`src/rtl/prio_irq_pkg.sv`:
```
// Shared constants and types of the priority interrupt controller.
// Assumes at most 64 sources so the source words fit below 0x40.
package prio_irq_pkg;
    localparam int PRIO_W = 4;
    localparam int ADDR_W = 7;

    localparam logic [ADDR_W-1:0] ADDR_THR_FAST = 7'h40;
    localparam logic [ADDR_W-1:0] ADDR_THR_STD  = 7'h41;
    localparam logic [ADDR_W-1:0] ADDR_VEC_FAST = 7'h42;
    localparam logic [ADDR_W-1:0] ADDR_VEC_STD  = 7'h43;

    // Destination select encoding of a source word
    typedef enum logic {
        TGT_FAST = 1'b0,
        TGT_STD  = 1'b1
    } tgt_e;
endpackage

```
`src/rtl/prio_irq_sync.sv`:
```
// Two-flop synchronizer for a bus of independent level lines.
// Assumes each bit is a slow level; no bus coherence is implied.
module prio_irq_sync #(
    parameter int W = 56
) (
    input  logic         clk,
    input  logic         rst_n,
    input  logic [W-1:0] d_async,
    output logic [W-1:0] q_sync
);
    logic [W-1:0] stage1;

    // Shift the raw lines through two flops
    always_ff @(posedge clk) begin
        if (!rst_n) begin
            stage1 <= '0;
            q_sync <= '0;
        end else begin
            stage1 <= d_async;
            q_sync <= stage1;
        end
    end
endmodule

```
`src/rtl/prio_irq_regs.sv`:
```
// Configuration storage and request conditioning.
// Holds polarity, software request, priority and destination per source,
// plus the two thresholds; writes land on the clock edge that sees cfg_we.
module prio_irq_regs
    import prio_irq_pkg::*;
#(
    parameter int NUM_SRC = 56
) (
    input  logic                 clk,
    input  logic                 rst_n,
    input  logic                 we,
    input  logic [ADDR_W-1:0]    addr,
    input  logic [31:0]          wdata,
    input  logic [NUM_SRC-1:0]   line_sync,
    output logic [NUM_SRC-1:0]   pol_q,
    output logic [NUM_SRC-1:0]   sw_q,
    output logic [NUM_SRC-1:0]   tgt_q,
    output logic [PRIO_W-1:0]    pri_q [NUM_SRC],
    output logic [PRIO_W-1:0]    thr_fast_q,
    output logic [PRIO_W-1:0]    thr_std_q,
    output logic [NUM_SRC-1:0]   pend
);
    // Register writes for source words and thresholds
    always_ff @(posedge clk) begin
        if (!rst_n) begin
            pol_q      <= '0;
            sw_q       <= '0;
            tgt_q      <= '0;
            thr_fast_q <= '0;
            thr_std_q  <= '0;
            for (int i = 0; i < NUM_SRC; i++) pri_q[i] <= '0;
        end else if (we) begin
            for (int i = 0; i < NUM_SRC; i++) begin
                if (addr == ADDR_W'(i)) begin
                    pol_q[i] <= wdata[0];
                    sw_q[i]  <= wdata[1];
                    pri_q[i] <= wdata[2 +: PRIO_W];
                    tgt_q[i] <= wdata[6];
                end
            end
            if (addr == ADDR_THR_FAST) thr_fast_q <= wdata[PRIO_W-1:0];
            if (addr == ADDR_THR_STD)  thr_std_q  <= wdata[PRIO_W-1:0];
        end
    end

    // Apply polarity, then merge the software request
    always_comb begin
        pend = (line_sync ^ pol_q) | sw_q;
    end
endmodule

```
`src/rtl/prio_irq_pick.sv`:
```
// Winner selection for one destination.
// Qualifies pending sources routed here whose priority exceeds the
// threshold, picks the highest priority (lowest index on ties) and
// registers the line and the vector. Vector is all ones when idle.
module prio_irq_pick
    import prio_irq_pkg::*;
#(
    parameter int   NUM_SRC = 56,
    parameter int   VEC_W   = 6,
    parameter logic TGT_SEL = 1'b0
) (
    input  logic                clk,
    input  logic                rst_n,
    input  logic [NUM_SRC-1:0]  pend,
    input  logic [NUM_SRC-1:0]  tgt,
    input  logic [PRIO_W-1:0]   pri [NUM_SRC],
    input  logic [PRIO_W-1:0]   thr,
    output logic [NUM_SRC-1:0]  qual,
    output logic                irq,
    output logic [VEC_W-1:0]    vec
);
    logic [PRIO_W-1:0] best_pri;
    logic [VEC_W-1:0]  best_idx;
    logic              found;

    // Mark sources that are pending, routed here and above threshold
    always_comb begin
        for (int i = 0; i < NUM_SRC; i++) begin
            qual[i] = pend[i] && (tgt[i] == TGT_SEL) && (pri[i] > thr);
        end
    end

    // Scan downward so an equal priority at a lower index replaces the holder
    always_comb begin
        best_pri = '0;
        best_idx = '1;
        found    = 1'b0;
        for (int i = NUM_SRC - 1; i >= 0; i--) begin
            if (qual[i] && (!found || pri[i] >= best_pri)) begin
                found    = 1'b1;
                best_pri = pri[i];
                best_idx = VEC_W'(i);
            end
        end
    end

    // Register the interrupt line and the vector
    always_ff @(posedge clk) begin
        if (!rst_n) begin
            irq <= 1'b0;
            vec <= '1;
        end else begin
            irq <= found;
            vec <= best_idx;
        end
    end
endmodule

```
`src/rtl/prio_irq_ctrl.sv`:
```
// Top of the priority interrupt controller.
// Synchronizes the lines, conditions them, picks a winner per destination
// and serves the register read port combinationally from cfg_addr.
module prio_irq_ctrl
    import prio_irq_pkg::*;
#(
    parameter  int NUM_SRC = 56,
    localparam int VEC_W   = $clog2(NUM_SRC + 1)
) (
    input  logic                 clk,
    input  logic                 rst_n,
    input  logic [NUM_SRC-1:0]   irq_in,
    input  logic                 cfg_we,
    input  logic [ADDR_W-1:0]    cfg_addr,
    input  logic [31:0]          cfg_wdata,
    output logic [31:0]          cfg_rdata,
    output logic                 irq_fast,
    output logic                 irq_std,
    output logic [VEC_W-1:0]     vec_fast,
    output logic [VEC_W-1:0]     vec_std
);
    logic [NUM_SRC-1:0] line_sync;
    logic [NUM_SRC-1:0] pol_q, sw_q, tgt_q, pend;
    logic [PRIO_W-1:0]  pri_q [NUM_SRC];
    logic [PRIO_W-1:0]  thr_fast_q, thr_std_q;
    logic [NUM_SRC-1:0] qual_t [2];
    logic               irq_t  [2];
    logic [VEC_W-1:0]   vec_t  [2];

    prio_irq_sync #(.W(NUM_SRC)) u_sync (
        .clk     (clk),
        .rst_n   (rst_n),
        .d_async (irq_in),
        .q_sync  (line_sync)
    );

    prio_irq_regs #(.NUM_SRC(NUM_SRC)) u_regs (
        .clk        (clk),
        .rst_n      (rst_n),
        .we         (cfg_we),
        .addr       (cfg_addr),
        .wdata      (cfg_wdata),
        .line_sync  (line_sync),
        .pol_q      (pol_q),
        .sw_q       (sw_q),
        .tgt_q      (tgt_q),
        .pri_q      (pri_q),
        .thr_fast_q (thr_fast_q),
        .thr_std_q  (thr_std_q),
        .pend       (pend)
    );

    for (genvar t = 0; t < 2; t++) begin : g_tgt
        prio_irq_pick #(
            .NUM_SRC (NUM_SRC),
            .VEC_W   (VEC_W),
            .TGT_SEL (1'(t))
        ) u_pick (
            .clk   (clk),
            .rst_n (rst_n),
            .pend  (pend),
            .tgt   (tgt_q),
            .pri   (pri_q),
            .thr   ((t == 0) ? thr_fast_q : thr_std_q),
            .qual  (qual_t[t]),
            .irq   (irq_t[t]),
            .vec   (vec_t[t])
        );
    end

    assign irq_fast = irq_t[0];
    assign irq_std  = irq_t[1];
    assign vec_fast = vec_t[0];
    assign vec_std  = vec_t[1];

    // Decode the read address into source words, thresholds or vectors
    always_comb begin
        cfg_rdata = '0;
        for (int i = 0; i < NUM_SRC; i++) begin
            if (cfg_addr == ADDR_W'(i)) begin
                cfg_rdata[0]          = pol_q[i];
                cfg_rdata[1]          = sw_q[i];
                cfg_rdata[2 +: PRIO_W] = pri_q[i];
                cfg_rdata[6]          = tgt_q[i];
                cfg_rdata[7]          = pend[i];
                cfg_rdata[8]          = qual_t[0][i] | qual_t[1][i];
            end
        end
        if (cfg_addr == ADDR_THR_FAST) cfg_rdata[PRIO_W-1:0] = thr_fast_q;
        if (cfg_addr == ADDR_THR_STD)  cfg_rdata[PRIO_W-1:0] = thr_std_q;
        if (cfg_addr == ADDR_VEC_FAST) cfg_rdata[VEC_W-1:0]  = vec_t[0];
        if (cfg_addr == ADDR_VEC_STD)  cfg_rdata[VEC_W-1:0]  = vec_t[1];
    end
endmodule

```
`config.mk`:
```
export PLATFORM = sky130hd
export DESIGN_NAME = prio_irq_ctrl
export DESIGN_NICKNAME = d
export VERILOG_FILES = /design/src/rtl/prio_irq_pkg.sv /design/src/rtl/prio_irq_sync.sv /design/src/rtl/prio_irq_regs.sv /design/src/rtl/prio_irq_pick.sv /design/src/rtl/prio_irq_ctrl.sv
export SDC_FILE = /design/constraint.sdc
export NUM_CORES = 2
export LEC_CHECK = 0
export ABC_AREA = 1
export BUFFER_PORTS_ARGS = -buffer_cell sky130_fd_sc_hd__buf_2
export CAP_MARGIN = 20
export CORE_ASPECT_RATIO = 0.6
export CORE_MARGIN = 2
export CORE_UTILIZATION = 30
export CTS_BUF_LIST = sky130_fd_sc_hd__clkbuf_8
export DETAILED_ROUTE_END_ITERATION = 10
export PLACE_DENSITY = 0.52
export SKIP_LAST_GASP = 1
export SLEW_MARGIN = 10
export SYNTH_ARGS = -nofsm -noshare
export SYNTH_HDL_FRONTEND = slang
export SYNTH_SLANG_ARGS = --single-unit
```
`constraint.sdc`:
```
create_clock -name clk -period 105.6 [get_ports clk]
set_input_delay 15.84 -clock clk [delete_from_list [all_inputs] [get_ports clk]]
set_output_delay 15.84 -clock clk [all_outputs]
set_load 0.05 [all_outputs]
```
Word level (Yosys, flattened, before mapping)
Index checks and enable logic that the tools add are counted.
- flip-flop bits (word level): 526
- output and inout port bits: 46
- word-level logic and storage cells: 1634
- order comparisons: 222
- equality and inequality tests: 59
- muxes and demuxes: 394
- bitwise gates (word level): 114
- reduce and logical (&&, ||, !) cells: 613
- operators by type and width (kind ; count):
    6-bit two-way mux ; 89
    9-bit two-way mux ; 56
    4-bit two-way mux ; 121
    4-bit greater-than comparator ; 112
    4-bit >= comparator ; 110
    1-bit logical AND ; 334
    7-bit by 6-bit equality test with 1-bit output, second input constant ; 24
    2-bit AND reduction ; 58
    7-bit by 5-bit equality test with 1-bit output, second input constant ; 16
    1-bit two-way mux ; 112
    1-bit zero test ; 110
    1-bit logical OR ; 110
    5-bit two-way mux ; 16
    7-bit by 4-bit equality test with 1-bit output, second input constant ; 8
    1-bit inverter ; 56
    1-bit OR ; 56
    56-bit OR ; 1
    56-bit XOR ; 1
    7-bit by 3-bit equality test with 1-bit output, second input constant ; 4
    7-bit equality test, second input constant ; 4
    7-bit by 2-bit equality test with 1-bit output, second input constant ; 2
    7-bit by 1-bit equality test with 1-bit output, second input constant ; 1
    7-bit zero test ; 1

Longest topological paths before layout
- depth after elaboration: 225
- depth in mapped cells: 629
- mapped depth without buffers: 609

Cells and area by module
A second synthesis with hierarchy kept.
- cell total of the unflattened synthesis: 8823
- area, all modules: 54643.7 µm²
- by module, submodules not included (module ; instances ; cells an instance ; area each (µm²) ; sequential area each (µm²)):
    prio_irq_regs ; 1 ; 2496 ; 16749.8 ; 8007.7
    prio_irq_pick (g_tgt[1].u_pick) ; 1 ; 2381 ; 14983.1 ; 140.1
    prio_irq_pick (g_tgt[0].u_pick) ; 1 ; 2440 ; 14634.0 ; 140.1
    prio_irq_ctrl ; 1 ; 1158 ; 5113.7 ; 0.0
    prio_irq_sync ; 1 ; 348 ; 3163.0 ; 2242.2

Worst setup path after synthesis
No wires, ideal clock.
- path kind: register -> register
- start: register u_regs.thr_std_q[0]
- end: register g_tgt[1].u_pick.vec[1]
- data arrival time: 61.462 ns
- data required time: 105.488 ns
- path slack: 44.025 ns
- stages on the path, launching flop included: 574
- path buffers: 20
- period minus slack after synthesis: 61.575 ns
- cell sequence: dfxtp_1 > ha_1 > nand2_1 > nor2_1 > nor2_2 > nand2_1 > nor2_2 > nand2_1 > ha_1 > nand2_1 > inv_1 > nand2_1 > nand2_1 > nor2_2 > nand2_2 > nand2_2 > nand2_2 > and2_2 > [... 538 more ...] > nand2_1 > nand2_1 > buf_8 > clkinv_1 > nand2_1 > nand2_1 > ha_1 > inv_1 > a21boi_0 > o21ai_0 > nand2_1 > a21oi_1 > a21oi_2 > inv_2 > nand2_1 > inv_2 > nand2_1 > nand2_1
- cells in the longest elaborated chain, start to end: 223
- elaborated cells between the ends (all ways): 497
- classes of those cells: 111 x order compare; 165 x mux; 221 x reduce/logical
- ends and longest elaborated chain (item ; line ; RTL):
    start: declaration ; prio_irq_regs.sv:20 ; output logic [PRIO_W-1:0] thr_std_q,
    start signal: assignment ; prio_irq_regs.sv:42 ; if (addr == ADDR_THR_STD) thr_std_q <= wdata[PRIO_W-1:0];
    4-bit greater-than comparator ; prio_irq_pick.sv:29 ; qual[i] = pend[i] && (tgt[i] == TGT_SEL) && (pri[i] > thr);
    1-bit logical AND ; prio_irq_pick.sv:29 ;
    4-bit two-way mux / 1-bit two-way mux (equally long branches) ; prio_irq_pick.sv:39 ; if (qual[i] && (!found || pri[i] >= best_pri)) begin
    4-bit >= comparator / 1-bit zero test (equally long branches) ; prio_irq_pick.sv:39 ;
    1-bit logical OR ; prio_irq_pick.sv:39 ;
    1-bit logical AND ; prio_irq_pick.sv:39 ;
    4-bit two-way mux / 1-bit two-way mux (equally long branches) ; prio_irq_pick.sv:39 ;
    4-bit >= comparator / 1-bit zero test (equally long branches) ; prio_irq_pick.sv:39 ;
    [... 207 more ...] ; -- ;
    4-bit >= comparator / 1-bit zero test (equally long branches) ; prio_irq_pick.sv:39 ;
    1-bit logical OR ; prio_irq_pick.sv:39 ;
    1-bit logical AND ; prio_irq_pick.sv:39 ;
    4-bit two-way mux / 1-bit two-way mux (equally long branches) ; prio_irq_pick.sv:39 ;
    4-bit >= comparator / 1-bit zero test (equally long branches) ; prio_irq_pick.sv:39 ;
    1-bit logical OR ; prio_irq_pick.sv:39 ;
    1-bit logical AND ; prio_irq_pick.sv:39 ;
    6-bit two-way mux (*) ; prio_irq_pick.sv:39 ;
    end signal: assignment ; prio_irq_pick.sv:54 ; vec <= best_idx;
    end: declaration ; prio_irq_pick.sv:20 ; output logic [VEC_W-1:0] vec
Mark *: on every way between the ends. The rest lies on a longest branch, timed or not.
A chain may end at the register's enable or synchronous reset.

Final worst setup path
- start: register u_regs.thr_std_q[1]
- end: register g_tgt[1].u_pick.vec[5]
The elaborated chain is that of the path after synthesis.

==> reports/metrics.csv <==
stage,metric,value,unit
run_status,status,completed,
critical_path,Crit Path Class,reg2reg,
synth,post-synthesis sequential area ratio,20.8,%
timing,Fmax,13.3,MHz
route,Max Used Layer,met5,
timing,"Slew Viols, Final",0,
route,via-per-instance ratio,5.24,
layout,"commonest non-fill, non-tap cell in the layout",nand2_1,
clock_network,number of setup buffers added after CTS,0,
critical_path,WP data required,106.36,ns
timing,fin crit period,75.27,ns
route,met2 WL,76100,µm
critical_path,reg2reg end,g_tgt[1].u_pick.vec[5],
timing,Final Setup Violations,0,
timing,Rel. slew slack,23.1,%
global_route,initial antenna violation count,7,
route,Post-DRT Antenna Nets,0,
critical_path,RR Startpoint,u_regs.thr_std_q[1],
clock_network,CTS Buffer Depth,3,
critical_path,CP most frequent cell,nand2_1,
route,DR DRC count,0,
timing,Tcrit/Tclk final,71.3,%
critical_path,Crit Path Max Fanout,27,
min_path,Hold Path Cell Cnt,2,
flow_run,# Max-Cap Violations,0,
timing,Fin. Hold Viols,0,
critical_path,Critical Path Max Stage Delay,0.72,ns
clock_network,clock latency on the worst-skew pair,0.85,ns
min_path,Hold Path Class,reg2reg,
clock_network,total clock sinks,526,
route,Via Count,53300,
timing,Worst-Margin Slew,1.14,ns
layout,# nets final,8721,
route,metal3 WL,20100,µm
clock_network,H-Tree Depth,3,
layout,"commonest non-fill, non-tap cells in the layout","nand2_1, inv_1, o21ai_0",
synth,Post-synth top flop,dfxtp_1,
clock_network,CTS root buf,clkbuf_8,
min_path,hold worst-path end,u_sync.q_sync[7],
global_route,grt ovf,0,
synth,Unique masters post-synth,71,
synth,"FFs w/ async S/R, synth",0,%
clock_network,# hold bufs at CTS,0,
global_route,vias in the first global route,47700,
global_route,pin count of the biggest net entering global routing,97,
floorplanning,Initial Util,30.3,%
route,DRT Wirelength,205000,µm
clock_network,Num CTS Buffers,100,
critical_path,R2R setup slack,30.33,ns
floorplanning,cell row count,116,
placed_design,placed cell count,9967,
route,M1 wire length,105000,µm
critical_path,Worst setup EP type,register,
floorplanning,Die X,535,µm
route,initial DRC count,6288,
layout,finished layout cell area,0.0560,mm²
clock_network,Clock transition at path regs,0.06,ns
placed_design,DP Area,0.0536,mm²
floorplanning,Die ar.,0.172,mm²
synth,"EDFF count, synth",0,
floorplanning,I/O Pins,144,
critical_path,WP data arrival,76.04,ns
layout,Layout area overhead,10.3,%
timing,Setup Skew,0.0466,ns
global_route,first-pass GRT wire length,305000,µm
floorplanning,core area,0.167,mm²
placed_design,DPL Wire Length,157000,µm
synth,"flops & latches, synth",526,
layout,# fillers,18200,
power_and_ir_drop,worst vdd ir,0.00000871,V
clock_network,CTS tree,built,
power_and_ir_drop,PwrDens,9.17,mW/mm²
synth,yosys warns,0,
critical_path,CP max-delay cell,o21ai_0,
layout,Final Util,33.4,%
layout,share of layout cells above drive strength 1,10.9,%
synth,Post-Syn Instances,7747,
synth,Mapped Area,0.0507,mm²
placed_design,PortBufs,95,
global_route,Total GRT Usage,23.2,%
route,drt wl/cell,20.2,µm
timing,RSZ-0062 raised after global routing,no,
clock_network,post-cts sizing count,0,
min_path,worst hold start,u_sync.stage1[7],
critical_path,CP Launch Type,register,
placed_design,routability cong.,0.964,
layout,Layout Cells excl Fill,10200,
power_and_ir_drop,Design Power,513,µW
floorplanning,Die Ht,322,µm
critical_path,worst reg-to-reg path cell count,549,
synth,"Avg Cell Area, Syn",6.55,µm²
timing,setup_tns,0,ns
power_and_ir_drop,P_leak,0.0266,µW
route,DRT Pass-1 Iters,7,
[metal layers]
metal	GRT usage, %	vias to the layer above
met5	0	-
met4	4.93	2
met3	3.98	223
met2	31.0	2140
met1	37.2	24900
li1	-	26000
[area by class of cell]
cell class | instances | area, µm² | area share [%]
multi-input cells | 5888 | 34800 | 62.2
flip-flops and latches | 526 | 10500 | 18.8
inverters | 1108 | 4180 | 7.47
well taps | 2242 | 2810 | 5.01
clock buffers | 132 | 1820 | 3.25
repair buffers | 205 | 1300 | 2.32
clock inverters | 56 | 509 | 0.910
diodes | 5 | 12.5 | 0.0224
[Yosys cell counts, types with 6 or more instances]
library cell / n / area, µm²
nand2_1: 1605 / 6020
inv_1: 1043 / 3920
o21ai_0: 998 / 4990
ha_1: 794 / 9930
nor2_1: 650 / 2440
a21oi_1: 570 / 2850
dfxtp_1: 526 / 10500
nand3_1: 347 / 1740
nand2_2: 269 / 1680
clkbuf_1: 175 / 657
nand4_1: 75 / 469
nor3_1: 62 / 310
a211oi_1: 60 / 450
nand3_2: 60 / 601
nand2_4: 49 / 552
a2111oi_0: 44 / 385
inv_2: 44 / 165
buf_4: 33 / 248
o211ai_1: 30 / 225
o2111a_1: 28 / 315
o2111ai_1: 22 / 193
o22ai_1: 22 / 138
buf_6: 21 / 236
nor4_1: 19 / 119
clkinv_1: 17 / 63.8
nor3b_1: 17 / 128
nor2_2: 16 / 100
or2_2: 15 / 93.8
and2_1: 11 / 68.8
a221oi_1: 10 / 87.6
a31oi_1: 9 / 56.3
clkbuf_8: 9 / 124
a21boi_0: 8 / 60.1
a21o_1: 7 / 52.6
buf_1: 6 / 22.5
o21ai_2: 6 / 52.6
o21bai_1: 6 / 45.0
o221ai_1: 6 / 52.6
[stage by stage]
stage | setup WS [ns] | hold WS, ns
after floorplan | 44.03 | 0.390
after global placement | 34.02 | 0.402
after detailed placement | 31.93 | 0.402
after CTS | 31.66 | 0.389
after global routing | 21.55 | 0.416
final | 30.33 | 0.396
[critical path, delay by kind of cell (launching register included)]
family          cells  cell delay, ns
compound gates    167           26.57
fa+ha+maj          56           16.55
buf+inv            55            4.06
flops               1            0.32
simple gates      271           27.49
[cell families (layout without fill, tap and decap cells)]
group	Yosys count	after routing	share of synthesized area (%)
xor+xnor	6	6	0.104
simple gates	3210	3210	28.6
other cells	1	28	0.00739
fa+ha+maj	794	794	19.6
flops	526	526	20.8
buf+inv	1355	1501	10.8
compound gates	1855	1855	20.1
[worst max path at each step]
| stage | start | end | slack [ns] | cells after the start |
|---|---|---|---|---|
| floorplan | u_regs.thr_std_q[0] | g_tgt[1].u_pick.vec[1] | 44.03 | 573 |
| global placement | u_regs.thr_std_q[1] | g_tgt[1].u_pick.vec[1] | 34.02 | 550 |
| detailed placement | u_regs.thr_std_q[1] | g_tgt[1].u_pick.vec[5] | 31.93 | 546 |
| CTS | u_regs.thr_std_q[1] | g_tgt[1].u_pick.vec[5] | 31.66 | 546 |
| global route | u_regs.thr_std_q[1] | g_tgt[1].u_pick.vec[5] | 21.55 | 551 |
| finish | u_regs.thr_std_q[1] | g_tgt[1].u_pick.vec[5] | 30.33 | 549 |
[power by group]
group          switching [µW]  internal (µW)
clock network             106            133
logic                    50.5           20.9
registers                2.13            201
[state kept, by name, summed over array words and instances, names as in the netlist, 12 cells and up]
register	cells
g_tgt.u_pick.vec	12
u_regs.pol_q	56
u_regs.pri_q	224
u_regs.sw_q	56
u_regs.tgt_q	56
u_sync.q_sync	56
u_sync.stage1	56
Power figures use the tool's default switching activity.
